### src/rtl/fdp_pkg.sv
package fdp_pkg;
  localparam int DONE_BIT = 7;
  localparam int TOG_BIT  = 6;
  localparam int ERR_BIT  = 5;

  typedef enum logic [1:0] {S_IDLE, S_PRIME, S_POLL, S_CONFIRM} pollState_t;

  typedef struct packed {
    logic loadCfg;
    logic countRead;
    logic savePrev;
    logic finish;
    logic resPass;
    logic resTimeout;
  } dpCtrl_t;

  typedef struct packed {
    logic modeToggle;
    logic dataMatch;
    logic toggleSame;
    logic errSeen;
    logic limitHit;
  } dpStat_t;
endpackage

### src/rtl/fdp_datapath.sv
module fdp_datapath
  import fdp_pkg::*;
#(
  parameter int DATA_W  = 8,
  parameter int LIMIT_W = 8
) (
  input  logic               clk,
  input  logic               rstN,
  input  dpCtrl_t            ctl,
  input  logic               startMode,
  input  logic [DATA_W-1:0]  startExp,
  input  logic [LIMIT_W-1:0] startLimit,
  input  logic [DATA_W-1:0]  rdData,
  output dpStat_t            stat,
  output logic               done,
  output logic               pass,
  output logic               timeout
);
  localparam int CW = LIMIT_W + 1;

  logic               modeQ;
  logic               expBitQ;
  logic [LIMIT_W-1:0] limQ;
  logic [LIMIT_W-1:0] cntQ;
  logic               prevQ;
  logic               doneQ;
  logic               passQ;
  logic               toQ;
  logic [CW-1:0]      limEff;
  logic [CW-1:0]      cntNext;

  always_comb begin
    limEff  = (limQ == '0) ? CW'(1) : {1'b0, limQ};
    cntNext = {1'b0, cntQ} + CW'(1);
  end

  always_comb begin
    stat.modeToggle = modeQ;
    stat.dataMatch  = (rdData[DONE_BIT] == expBitQ);
    stat.toggleSame = (rdData[TOG_BIT] == prevQ);
    stat.errSeen    = rdData[ERR_BIT];
    stat.limitHit   = (cntNext >= limEff);
  end

  always_ff @(posedge clk or negedge rstN) begin
    if (!rstN) begin
      modeQ   <= 1'b0;
      expBitQ <= 1'b0;
      limQ    <= '0;
      cntQ    <= '0;
      prevQ   <= 1'b0;
      doneQ   <= 1'b0;
      passQ   <= 1'b0;
      toQ     <= 1'b0;
    end else begin
      doneQ <= ctl.finish;
      if (ctl.loadCfg) begin
        modeQ   <= startMode;
        expBitQ <= startExp[DONE_BIT];
        limQ    <= startLimit;
        cntQ    <= '0;
        passQ   <= 1'b0;
        toQ     <= 1'b0;
      end
      if (ctl.countRead) cntQ <= cntNext[LIMIT_W-1:0];
      if (ctl.savePrev) prevQ <= rdData[TOG_BIT];
      if (ctl.finish) begin
        passQ <= ctl.resPass;
        toQ   <= ctl.resTimeout;
      end
    end
  end

  assign done    = doneQ;
  assign pass    = passQ;
  assign timeout = toQ;
endmodule

### src/rtl/fdp_ctrl.sv
module fdp_ctrl
  import fdp_pkg::*;
(
  input  logic    clk,
  input  logic    rstN,
  input  logic    start,
  input  logic    startMode,
  input  logic    rdValid,
  input  dpStat_t stat,
  output dpCtrl_t ctl,
  output logic    rdReq
);
  pollState_t state;
  pollState_t stateNxt;
  logic       hit;

  assign hit   = stat.modeToggle ? stat.toggleSame : stat.dataMatch;
  assign rdReq = (state != S_IDLE);

  always_comb begin
    ctl      = '0;
    stateNxt = state;
    case (state)
      S_IDLE: begin
        if (start) begin
          ctl.loadCfg = 1'b1;
          stateNxt    = startMode ? S_PRIME : S_POLL;
        end
      end
      S_PRIME: begin
        if (rdValid) begin
          ctl.countRead = 1'b1;
          ctl.savePrev  = 1'b1;
          if (stat.limitHit) begin
            ctl.finish     = 1'b1;
            ctl.resTimeout = 1'b1;
            stateNxt       = S_IDLE;
          end else begin
            stateNxt = S_POLL;
          end
        end
      end
      S_POLL: begin
        if (rdValid) begin
          ctl.countRead = 1'b1;
          if (hit) begin
            ctl.finish  = 1'b1;
            ctl.resPass = 1'b1;
            stateNxt    = S_IDLE;
          end else if (stat.errSeen) begin
            ctl.savePrev = 1'b1;
            stateNxt     = S_CONFIRM;
          end else if (stat.limitHit) begin
            ctl.finish     = 1'b1;
            ctl.resTimeout = 1'b1;
            stateNxt       = S_IDLE;
          end else begin
            ctl.savePrev = 1'b1;
          end
        end
      end
      S_CONFIRM: begin
        if (rdValid) begin
          ctl.countRead = 1'b1;
          ctl.finish    = 1'b1;
          ctl.resPass   = hit;
          stateNxt      = S_IDLE;
        end
      end
      default: stateNxt = S_IDLE;
    endcase
  end

  always_ff @(posedge clk or negedge rstN) begin
    if (!rstN) state <= S_IDLE;
    else       state <= stateNxt;
  end
endmodule

### src/rtl/flash_done_poller.sv
module flash_done_poller
  import fdp_pkg::*;
#(
  parameter int DATA_W  = 8,
  parameter int LIMIT_W = 8
) (
  input  logic               clk,
  input  logic               rstN,
  input  logic               start,
  input  logic               toggleMode,
  input  logic [DATA_W-1:0]  expData,
  input  logic [LIMIT_W-1:0] readLimit,
  output logic               rdReq,
  input  logic               rdValid,
  input  logic [DATA_W-1:0]  rdData,
  output logic               done,
  output logic               pass,
  output logic               timeout
);
  dpCtrl_t ctl;
  dpStat_t stat;

  fdp_ctrl u_ctrl (
    .clk(clk), .rstN(rstN), .start(start), .startMode(toggleMode),
    .rdValid(rdValid), .stat(stat), .ctl(ctl), .rdReq(rdReq)
  );

  fdp_datapath #(.DATA_W(DATA_W), .LIMIT_W(LIMIT_W)) u_dp (
    .clk(clk), .rstN(rstN), .ctl(ctl), .startMode(toggleMode),
    .startExp(expData), .startLimit(readLimit), .rdData(rdData),
    .stat(stat), .done(done), .pass(pass), .timeout(timeout)
  );
endmodule

### config.mk
export PLATFORM = sky130hd
export DESIGN_NAME = flash_done_poller
export DESIGN_NICKNAME = d
export VERILOG_FILES = /design/src/rtl/fdp_pkg.sv /design/src/rtl/fdp_datapath.sv /design/src/rtl/fdp_ctrl.sv /design/src/rtl/flash_done_poller.sv
export SDC_FILE = /design/constraint.sdc
export NUM_CORES = 1
export LEC_CHECK = 0
export BUFFER_PORTS_ARGS = -buffer_cell sky130_fd_sc_hd__buf_2
export CORE_MARGIN = 4
export CORE_UTILIZATION = 45
export DETAILED_ROUTE_END_ITERATION = 10
export PLACE_DENSITY_LB_ADDON = 0.15
export SLEW_MARGIN = 15
export SYNTH_ARGS = -nofsm -noshare
export SYNTH_HDL_FRONTEND = slang
export SYNTH_SLANG_ARGS = --single-unit
### constraint.sdc
create_clock -name clk -period 6.6 [get_ports clk]
set_input_delay 0.99 -clock clk [delete_from_list [all_inputs] [get_ports clk]]
set_output_delay 0.99 -clock clk [all_outputs]
set_load 0.01 [all_outputs]
==> run_results.csv <==
group,metric,value,unit
placement,gp_congestion,0.825,
yosys,synth.distinct_cells,35,
placement,port_buffers,20,
global_routing,grt_pass1_vias,1190,
yosys,synth_edf_count,0,
timing,fin_skew,0.00656,ns
critical_path,worstPathArrival,3.27,ns
global_routing,grt.total_usage,15.3,%
floorplanning,core_area,0.00334,mm^2
routing,drt-total-wl,3050,um
placement,placed_area,0.00169,mm^2
clock_network,ctsHoldBuffers,0,
pwr,power.density,374,mW/mm^2
status,run_status,"complete, no violations",
clock_network,cts_made_buffers,3,
global_routing,overflow,0,
routing,drtAntennaViolNets,0,
critical_path,worstRegToRegCells,12,
yosys,synthTopCellsByArea,"dfrtp_1, ha_1, mux2_2, o21ai_0, nand2_1",
timing,setup_viol,0,
min_path,hp-class,"register to register",
critical_path,startpoint_type,"register",
yosys,synth_common_cells,"dfrtp_1, nand2_1, ha_1, inv_1, o21ai_0",
pwr,p_leak,0.847,nW
global_routing,grt_pass1_wl,5290,um
floorplanning,start_util,46.3,%
finish,nets,226,
clock_network,clk_latency,0.32,ns
yosys,avgSynthCellArea,9.59,um^2
routing,routedWlPerCell,13.4,um
clock_network,cts.sinks,24,
floorplanning,die_area,0.00443,mm^2
finish,antenna_cells,0,
clock_network,post_cts_buffers,0,
clock_network,root_buffer,"clkbuf_4",
yosys,yosys_warnings,0,
job,max_cap_violations,0,
timing,maxSlewHeadroom,48.9,%
clock_network,cts_buffer_depth,2,
routing,drt_first_pass_iters,4,
clock_network,cts_resized,0,
timing,tns,0,ns
yosys,synth_top_area_share,38.9,%
yosys,synth_fp_nets,204,
global_routing,grt_antenna_before_repair,0,
yosys,syn-instance-count,161,
placement,hpwl,2300,um
finish,finish.instance_area,0.00173,mm^2
critical_path,crit_type,"register to register",
pwr,p_sw,0.262,mW
timing,worst_pin_slew,0.765,ns
finish,drive_gt1_share,22.0,%
critical_path,worst_setup_path_end_kind,"register",
global_routing,grt_max_degree,25,
clock_network,htree_levels,1,
clock_network,tritoncts,"done",
routing,vias,1220,
yosys,ys_ff_latch,24,
pwr,clkPwrFrac,12.2,%
timing,timing.fmax,327,MHz
timing,finalCritPeriodShare,46.3,%
timing,hold_viol,0,
routing,drt_iter0_drc,68,
routing,drc,0,
floorplanning,dieHeight,66.6,um
yosys,synth.most_common_cell,"dfrtp_1",
routing,avgViaCountPerCell,5.35,
finish,syn2layout_area_growth,11.8,%
pwr,p_seq_share,37.0,%
timing,rsz0062_at_grt,"false",
critical_path,crit_required,6.81,ns
yosys,netlist_area,0.00154,mm^2
floorplanning,rows,21,
pwr,p_comb_share,50.8,%
floorplanning,die_w,66.6,um
yosys,synth_seq_area_share,38.9,%
pwr,switching_share,40.6,%
timing,min_period,3.06,ns
yosys,ys.flop_type,"dfrtp_1",
yosys,ys_async_sr_fraction,100,%
timing,maxSlewViolCount,0,
yosys,yosysTopAreaCell,"dfrtp_1",
floorplanning,ios,33,
clock_network,clk_pin_slew_worst_paths,0.13,ns
pwr,p_int,0.383,mW
min_path,hold-path-cell-count,1,
pwr,peakVddDrop,0.194,mV
critical_path,path_max_fanout,7,
logic make-up after synthesis:
group,synth area share (%)
buffers and inverters,3.89
flip-flops,38.9
AND/OR/NAND/NOR,17.3
XOR/XNOR,4.54
multiplexers,9.64
AO/OA/AOI/OAI,14.4
adder cells (fa/ha/maj),11.3
layout make-up:
type                    instances  area [um^2]
fillers                       338         1610
multi-input cells             121          883
flip-flops and latches         24          601
repair buffers                 20          100
well taps                      46         57.6
inverters                      13         48.8
clock buffers                   4         36.3
layer usage:
metal | track usage, % | share of wire [%]
met3 | 3.20 | 3.7
met1 | 19.7 | 50
met5 | 0 | 0
met4 | 5.58 | 1.5
met2 | 25.0 | 45
worst paths after layout:
check	to	slack [ns]	from
setup / recovery	u_ctrl.state[0]	3.54	u_dp.cntQ[0]
hold / removal	u_dp.limQ[1]	0.52	u_dp.limQ[1]
min in group asynchronous	u_dp.cntQ[4]	0.64	rstN
max in group asynchronous	u_ctrl.state[1]	5.59	rstN
setup reg to reg	u_ctrl.state[0]	3.54	u_dp.cntQ[0]
hold reg to reg	u_dp.limQ[1]	0.52	u_dp.limQ[1]
layout by cell type, fill, tap and decap left out, types with 2 or more instances in the layout:
cell type	synthesis	final
nand2_1	16	16
o22ai_1	2	2
o31ai_1	2	2
nor3_1	2	2
xnor2_1	6	6
a21o_1	2	2
nand4_1	3	3
clkbuf_4	0	3
a21oi_1	4	4
o21ai_0	13	13
nand3_1	11	11
nor2b_1	2	2
nand2b_1	7	7
buf_2	0	20
inv_1	13	13
xor2_1	2	2
ha_1	14	14
mux2_2	11	11
nor2_1	7	7
dfrtp_1	24	24
and2_1	2	2
power by group through the flow:
stage,Sequential (mW),Combinational [mW],Clock [mW]
final,0.239,0.328,0.0785
after global placement,0.239,0.313,0
after CTS,0.239,0.331,0.0809
after detailed placement,0.242,0.327,0
after floorplan,0.234,0.258,0
after global routing,0.247,0.370,0.0869
stage by stage:
| stage | utilization [%] | hold slack (ns) | cells | power, mW | worst slack (ns) |
|---|---|---|---|---|---|
| 2_1_floorplan | - | 0.479 | 161 | 0.492 | 3.94 |
| 3_3_place_gp | 50.7 | 0.492 | 224 | 0.553 | 3.61 |
| 3_5_place_dp | 50.7 | 0.497 | 224 | 0.569 | 3.58 |
| 4_1_cts | 51.7 | 0.527 | 228 | 0.650 | 3.54 |
| 5_1_grt | 51.7 | 0.549 | 228 | 0.704 | 3.24 |
| 6_report | 51.7 | 0.520 | 228 | 0.645 | 3.54 |
flip-flops by register name, summed over array words and instances, names as in the netlist:
signal	flops
u_dp.cntQ	8
u_dp.limQ	8
u_ctrl.state	2
u_dp.done	1
u_dp.expBitQ	1
u_dp.modeQ	1
u_dp.pass	1
u_dp.prevQ	1
u_dp.timeout	1
critical path, stage by stage, from the launching register on:
cell and delay (ns):
dfrtp_1 0.46, ha_1 0.26, nand3_1 0.16, inv_1 0.08
nand3_1 0.13, xnor2_1 0.18, ha_1 0.32, and3_4 0.20
a221oi_2 0.24, o21ai_1 0.12, a41oi_2 0.38, a21oi_2 0.13
mux2_4 0.31
Power figures use the tool's default switching activity.
